$ cat config.mk
export PLATFORM = sky130hd
export DESIGN_NAME = sat_int_compensator
export DESIGN_NICKNAME = d
export VERILOG_FILES = /design/src/rtl/sat_int_compensator.sv
export SDC_FILE = /design/constraint.sdc
export NUM_CORES = 1
export LEC_CHECK = 0
export BUFFER_PORTS_ARGS = -buffer_cell sky130_fd_sc_hd__buf_2
export CORE_UTILIZATION = 45
export DETAILED_ROUTE_END_ITERATION = 12
export HOLD_SLACK_MARGIN = 0.03
export MAX_ROUTING_LAYER = met4
export PLACE_DENSITY_LB_ADDON = 0.15
export SLEW_MARGIN = 20
export SYNTH_ARGS = -nofsm -noshare
export SYNTH_HDL_FRONTEND = slang
export SYNTH_SLANG_ARGS = --single-unit
$ cat constraint.sdc
create_clock -name clk_i -period 8.5 [get_ports clk_i]
set_input_delay 0 -clock clk_i [delete_from_list [all_inputs] [get_ports clk_i]]
set_output_delay 0 -clock clk_i [all_outputs]
set_load 0.1 [all_outputs]
$ cat src/rtl/sat_int_compensator.sv
module sat_int_compensator #(
  parameter int ERR_W      = 8,
  parameter int ERR_LIM    = 64,
  parameter int ACC_W      = 16,
  parameter int GAIN_NUM   = 41,
  parameter int GAIN_SHIFT = 8,
  parameter int DUTY_W     = 10,
  parameter int DUTY_MAX   = 819,
  parameter int DUTY_MIN   = 0
) (
  input  logic                    clk_i,
  input  logic                    rst_i,
  input  logic                    sample_i,
  input  logic signed [ERR_W-1:0] err_i,
  output logic [DUTY_W-1:0]       duty_o,
  output logic                    duty_vld_o
);
  localparam int ACC_HI = (DUTY_MAX * (2 ** GAIN_SHIFT) + GAIN_NUM - 1) / GAIN_NUM;
  localparam int ACC_LO = (DUTY_MIN * (2 ** GAIN_SHIFT) + GAIN_NUM - 1) / GAIN_NUM;
  localparam int SUM_W  = ACC_W + 1;
  localparam int PROD_W = ACC_W + $clog2(GAIN_NUM + 1) + 1;

  localparam logic signed [ACC_W-1:0]  E_HI   = ACC_W'(ERR_LIM);
  localparam logic signed [ACC_W-1:0]  E_LO   = -E_HI;
  localparam logic signed [SUM_W-1:0]  S_HI   = SUM_W'(ACC_HI);
  localparam logic signed [SUM_W-1:0]  S_LO   = SUM_W'(ACC_LO);
  localparam logic signed [PROD_W-1:0] K      = PROD_W'(GAIN_NUM);
  localparam logic signed [PROD_W-1:0] D_HI   = PROD_W'(DUTY_MAX);
  localparam logic signed [PROD_W-1:0] D_LO   = PROD_W'(DUTY_MIN);

  logic signed [ACC_W-1:0]  err_x, err_c, acc_q, acc_nx;
  logic signed [SUM_W-1:0]  sum;
  logic signed [PROD_W-1:0] prod, scaled, lim;

  assign err_x = ACC_W'(err_i);
  assign err_c = (err_x > E_HI) ? E_HI : (err_x < E_LO) ? E_LO : err_x;

  assign sum    = {acc_q[ACC_W-1], acc_q} + {err_c[ACC_W-1], err_c};
  assign acc_nx = (sum > S_HI) ? ACC_W'(S_HI) :
                  (sum < S_LO) ? ACC_W'(S_LO) : ACC_W'(sum);

  assign prod   = PROD_W'(acc_nx) * K;
  assign scaled = prod >>> GAIN_SHIFT;
  assign lim    = (scaled > D_HI) ? D_HI : (scaled < D_LO) ? D_LO : scaled;

  always_ff @(posedge clk_i) begin
    if (rst_i) begin
      acc_q      <= '0;
      duty_o     <= '0;
      duty_vld_o <= 1'b0;
    end else begin
      duty_vld_o <= sample_i;
      if (sample_i) begin
        acc_q  <= acc_nx;
        duty_o <= DUTY_W'(lim);
      end
    end
  end
endmodule

==> results.yml, run 1 <==
floorplan:
  row_count: 34
  coreArea_mm2: 0.00872
  initial_utilization: 0.465
  die_area_mm2: 0.00940
  pin_count: 22
  die_y_um: 96.9
  fp.dieW_um: 96.9
timing:
  period_share: 0.932
  drv_slew: 0
  final-setup-viol-count: 0
  fin_tns_setup_ps: 0
  max_freq_mhz: 126
  rsz0062_at_grt: "false"
  final.min_clock_period_ps: 7920
  worst_pin_slew_ps: 1050
  fin_worst_skew_ps: 11.1
  timing.final.ws_setup_ps: 576
  relSlewSlack: 0.299
  hold_viol_final: 0
  fin_hold_ws_ps: 448
power:
  seqPwrFrac: 0.141
  p_per_area_mw_per_mm2: 253
  swShare: 0.549
  intPower_mw: 0.501
  switchingPower_mw: 0.611
  p_total_mw: 1.11
  pwr-share-comb: 0.790
  pwr-share-clk: 0.069
  ir_worst_vdd_uv: 285
  leakage_nw: 2.13
layout:
  layout_commonest_cell: "ha_1"
  final_cell_mix: "56 x ha_1, 47 x a21oi_1, 42 x inv_1"
  antenna_cells: 0
  nFillCells: 872
  final_nets: 617
  synthToLayoutAreaGrowth_pct: 8.36
  layout-drive-gt1-share: 0.0994
place:
  io_buffer_count: 21
  globalplace.congestion: 0.971
  hpwl_um: 8190
  place_ws_ps: 476
drt:
  viasPerCell: 5.79
  wl_um: 9900
  wl_per_cell_um: 15.5
  drc: 0
  drt_iter0_drc: 110
  ant_nets: 0
  via_count: 3713
  firstDrtPassIters: 5
worst_setup_path:
  path_max_fanout: 9
  end_kind: "flip-flop"
  crit_type: "flip-flop to flip-flop"
  cp.arrival_ps: 8100
  cp.required_ps: 8680
  r2r_cells: 27
  r2r_slack_ps: 580
  timing.rr.start: "acc_q[0]$_SDFFE_PP0P_"
  worstReg2RegEnd: "duty_o[5]$_SDFFE_PP0P_"
  start_kind: "flip-flop"
global_routing:
  antenna_found_initial: 0
  track_usage: 0.224
  grt_max_degree: 25
  grt_pass1_wl_um: 17100
  grt_pass1_vias: 3548
  overflow: 0
logic_synthesis:
  yosysWarnings: 0
  syn-cell-area_mm2: 0.00406
  async_reset_ff_frac: 0
  synth_edf_count: 0
  synthDistinctLibCells: 75
  synth_area_per_cell_um2: 8.05
  synth_cells: 504
  synth_flop_cell: "dfxtp_1"
  ys_ff_latch: 27
  synth-seq-area-share: 0.133
run_status:
  status: "finished, final reports clean"
cts:
  root_buffer: "clkbuf_8"
  clk_pin_slew_worst_paths_ps: 110
  cts_resized: 0
  cts_tree: "yes"
  clkSinkCount: 27
  cts_buffer_depth: 2
  cts_setup_buffers: 0
  htree_levels: 1
  cts_buffers: 3
  cts_hold_buf: 3
  insertion_delay_ps: 280
worst_hold_path:
  min_to: "acc_q[0]$_SDFFE_PP0P_"
  hold_class: "input port to flip-flop"
  hp-start: "err_i[0]"
  hold_depth: 6
run:
  drv_cap: 0
state kept, by name, summed over array words and instances (netlist names):
signal / cells
acc_q: 16
duty_vld_o: 1
duty_o: 10
routing by layer:
layer,vias up,share of wire,wire (um),GRT usage
met1,1737,0.46,4520,0.285
met3,14,0.030,294,0.0166
met5,-,0,0,-
met4,0,0.013,124,0.0597
li1,1891,-,-,-
met2,71,0.50,4960,0.384
stage by stage:
| stage | cells | cell area [um^2] | utilization |
|---|---|---|---|
| 3_5_place_dp | 634 | 4320 | 0.495 |
| 2_1_floorplan | 518 | 4110 | - |
| 6_report | 641 | 4390 | 0.504 |
| 4_1_cts | 641 | 4390 | 0.504 |
| 5_1_grt | 641 | 4390 | 0.504 |
| 3_3_place_gp | 634 | 4320 | 0.495 |
final cells by class:
type	count	area, um^2	share of cell area
Multi-Input combinational cell	426	3300	0.752
Timing Repair Buffer	34	210	0.0478
Inverter	42	158	0.0359
Tap cell	108	135	0.0308
Sequential cell	27	541	0.123
Clock buffer	3	41.3	0.00940
Clock inverter	1	5.00	0.00114
worst max-delay path by stage:
stage,start,end,slack [ps],cells after the start
6_report,acc_q[0]$_SDFFE_PP0P_,duty_o[5]$_SDFFE_PP0P_,580,27
5_1_grt,acc_q[0]$_SDFFE_PP0P_,duty_o[5]$_SDFFE_PP0P_,100,27
4_1_cts,acc_q[0]$_SDFFE_PP0P_,duty_o[5]$_SDFFE_PP0P_,580,27
3_5_place_dp,err_i[7],duty_o[4]$_SDFFE_PP0P_,480,30
3_3_place_gp,err_i[7],duty_o[4]$_SDFFE_PP0P_,640,30
2_1_floorplan,err_i[7],duty_o[5]$_SDFFE_PP0P_,460,33
worst max-delay path, stage by stage (launching register included):
cell and delay [ps]:
dfxtp_1 340, ha_1 230, fa_1 400, a21o_1 220
a221oi_2 350, xor2_1 150, or4b_1 530, or4_4 550
a31o_2 320, and2_1 240, nor2b_1 210, and2_1 230
ha_1 300, ha_1 310, fa_1 400, ha_1 350
a21o_1 240, nand4_1 120, nand3b_1 90, a21o_1 230
o211a_1 260, nor2_1 120, and2b_1 190, a21oi_1 290
o32ai_1 200, a2111oi_4 550, a21oi_2 110, a221o_1 280
power by group through the flow:
| stage | clock [mW] | combinational (mW) | sequential (mW) |
|---|---|---|---|
| detailed placement | 0 | 0.860 | 0.159 |
| finish | 0.0766 | 0.879 | 0.157 |
| CTS | 0.0787 | 0.869 | 0.157 |
| floorplan | 0 | 0.612 | 0.238 |
| global placement | 0 | 0.860 | 0.159 |
| global route | 0.0840 | 0.987 | 0.160 |
synth_stat cells, types with 2 or more instances:
cell | n | area, um^2
ha_1 | 56 | 701
a21oi_1 | 47 | 235
inv_1 | 42 | 158
dfxtp_1 | 27 | 541
nand2_1 | 27 | 101
o21ai_0 | 24 | 120
nor2_1 | 23 | 86.3
a21o_1 | 18 | 135
and2_1 | 16 | 100
fa_1 | 16 | 320
clkbuf_1 | 15 | 56.3
nand2b_1 | 13 | 81.3
a22o_1 | 12 | 105
nand4_1 | 11 | 68.8
xnor2_1 | 11 | 96.3
xor2_1 | 10 | 87.6
nor2b_1 | 9 | 56.3
nor3_1 | 8 | 40.0
and3_1 | 7 | 43.8
nand3_1 | 7 | 35.0
a211oi_1 | 6 | 45.0
nand3b_1 | 6 | 45.0
o211ai_1 | 5 | 37.5
or4_1 | 5 | 37.5
mux2i_1 | 4 | 40.0
o21ai_1 | 4 | 20.0
or3_1 | 4 | 25.0
a211o_1 | 3 | 26.3
buf_2 | 3 | 15.0
o21a_1 | 3 | 22.5
o221ai_1 | 3 | 26.3
o22ai_1 | 3 | 18.8
or2_2 | 3 | 18.8
a2111oi_4 | 2 | 55.1
a21oi_2 | 2 | 17.5
a221o_1 | 2 | 20.0
a311oi_1 | 2 | 17.5
a31oi_1 | 2 | 12.5
buf_1 | 2 | 7.51
buf_4 | 2 | 15.0
conb_1 | 2 | 7.51
nor3b_1 | 2 | 15.0
nor4_1 | 2 | 12.5
o31ai_1 | 2 | 15.0
cell families after synthesis:
family	synth area share
simple gates	0.210
xor+xnor	0.0454
compound gates	0.280
buf+inv	0.0648
fa+ha+maj	0.252
mux	0.0127
flops	0.133
other cells	0.00185
Note: power is estimated with default switching activity, not from simulation.
==> run 2, diff against run 1 <==
--- a/config.mk
+++ b/config.mk
@@ -5,9 +5,9 @@
 export SDC_FILE = /design/constraint.sdc
 export NUM_CORES = 1
 export LEC_CHECK = 0
-export BUFFER_PORTS_ARGS = -buffer_cell sky130_fd_sc_hd__buf_2
 export CORE_UTILIZATION = 45
 export DETAILED_ROUTE_END_ITERATION = 12
+export DONT_BUFFER_PORTS = 1
 export HOLD_SLACK_MARGIN = 0.03
 export MAX_ROUTING_LAYER = met4
 export PLACE_DENSITY_LB_ADDON = 0.15
==> run 2 against run 1 <==
Compared with the run above: critical path depth up 1; sequential power up 55%; flip-flop and latch count unchanged; via count down 0.54%; fmax down 1.3%; wire length up 2.2%; critical endpoint unchanged; highest routed layer unchanged.
==> results.yml, run 2 (same netlist as run 1, synthesis figures left out) <==
floorplan:
  coreArea_mm2: 0.00872
  die_y_um: 96.9
  initial_utilization: 0.465
  row_count: 34
  die_area_mm2: 0.00940
  pin_count: 22
  fp.dieW_um: 96.9
timing:
  fin_worst_skew_ps: 7.86
  final-setup-viol-count: 0
  timing.final.ws_setup_ps: 474
  final.min_clock_period_ps: 8030
  fin_tns_setup_ps: 0
  hold_viol_final: 0
  max_freq_mhz: 125
  rsz0062_at_grt: "false"
  relSlewSlack: 0.334
  period_share: 0.944
  worst_pin_slew_ps: 997
  drv_slew: 0
global_routing:
  grt_pass1_vias: 3546
  track_usage: 0.226
  overflow: 0
  grt_max_degree: 26
  antenna_found_initial: 0
  grt_pass1_wl_um: 17100
cts:
  clk_pin_slew_worst_paths_ps: 110
  htree_levels: 1
  clkSinkCount: 27
  insertion_delay_ps: 280
  root_buffer: "clkbuf_8"
  cts_tree: "yes"
  cts_buffer_depth: 2
  cts_setup_buffers: 0
  cts_buffers: 3
power:
  ir_worst_vdd_uv: 261
  p_per_area_mw_per_mm2: 259
  leakage_nw: 2.00
worst_hold_path:
  hold_depth: 1
  hold_class: "input port to flip-flop"
worst_setup_path:
  crit_type: "flip-flop to flip-flop"
  critPathBufInv: 2
  r2r_slack_ps: 470
  slowest_stage: "or4_4"
  cp.arrival_ps: 8200
  start_kind: "flip-flop"
  end_kind: "flip-flop"
  path_common_cell: "ha_1"
  crit_cells: 28
  r2r_cells: 28
  path_max_fanout: 11
  cp.required_ps: 8680
  crit_path_max_incr_delay_ps: 550
  critical-path-top-delay-family: "compound AO/OA/AOI/OAI gates"
drt:
  wl_um: 10100
  via_count: 3693
  drt_iter0_drc: 166
  firstDrtPassIters: 5
  drc: 0
  ant_nets: 0
  viasPerCell: 6.02
  wl_per_cell_um: 16.5
place:
  place_ws_ps: 406
  hpwl_um: 8290
  io_buffer_count: 0
  placed_cells: 606
  globalplace.congestion: 1.02
layout:
  final_cell_mix: "56 x ha_1, 47 x a21oi_1, 42 x inv_1"
  largest_reg_flops: 16
  regMostFlops: "acc_q"
  synthToLayoutAreaGrowth_pct: 4.54
  layout_commonest_cell: "ha_1"
  final_nets: 589
  fin_util: 0.486
  layout-drive-gt1-share: 0.0495
  fin_cells: 613
  nFillCells: 893
  antenna_cells: 0
  largest_registers: "acc_q (16), duty_o (10), duty_vld_o (1)"
run_status:
  status: "finished, final reports clean"
run:
  drv_cap: 0
## run 2: cell types whose count changed in the layout (fill, tap and decap cells not counted)
cell / delta
clkinv_2: -1
buf_4: -7
clkinvlp_4: +1
buf_2: -21
## run 2: final cells by class
cell class / count / area, um^2 / share of cell area
Sequential cell: 27 / 541 / 0.128
Clock buffer: 3 / 41.3 / 0.00974
Timing Repair Buffer: 6 / 52.6 / 0.0124
Clock inverter: 1 / 7.51 / 0.00177
Tap cell: 108 / 135 / 0.0319
Inverter: 42 / 158 / 0.0372
Multi-Input combinational cell: 426 / 3300 / 0.780
## run 2: what timing repair did
action	4_1_cts	5_1_grt
endpoints found under the hold margin	4	0
resized for setup	0	0
hold buffers	3	0
## run 2: path summary, 6_finish.rpt
kind	from	end
hold / removal	sample_i	duty_vld_o$_SDFF_PP0_
hold reg to reg	acc_q[15]$_SDFFE_PP0P_	acc_q[15]$_SDFFE_PP0P_
setup / recovery	acc_q[0]$_SDFFE_PP0P_	duty_o[5]$_SDFFE_PP0P_
setup reg to reg	acc_q[0]$_SDFFE_PP0P_	duty_o[5]$_SDFFE_PP0P_
## run 2: report_power, final
part / total, mW / switching (mW) / internal [mW]
registers: 0.243 / 0.100 / 0.142
logic: 0.777 / 0.470 / 0.307
clock network: 0.0786 / 0.0453 / 0.0334
total: 1.10 / 0.616 / 0.483
## run 2: stage by stage
stage | instance area [um^2] | hold WS, ps | power, mW
3_5_place_dp | 4160 | 73.6 | 0.997
5_1_grt | 4240 | 125 | 1.21
6_report | 4240 | 119 | 1.10
3_3_place_gp | 4160 | 70.9 | 0.991
4_1_cts | 4240 | 111 | 1.08
2_1_floorplan | 4110 | 69.1 | 0.849
## run 2: per-layer routing
metal	wire [um]	part of all wire	vias up	global-route usage
met5	0	0	-	-
met4	149	0.015	0	0.0586
met3	383	0.038	12	0.0217
met2	5010	0.50	74	0.391
met1	4570	0.45	1780	0.281
li1	-	-	1827	-
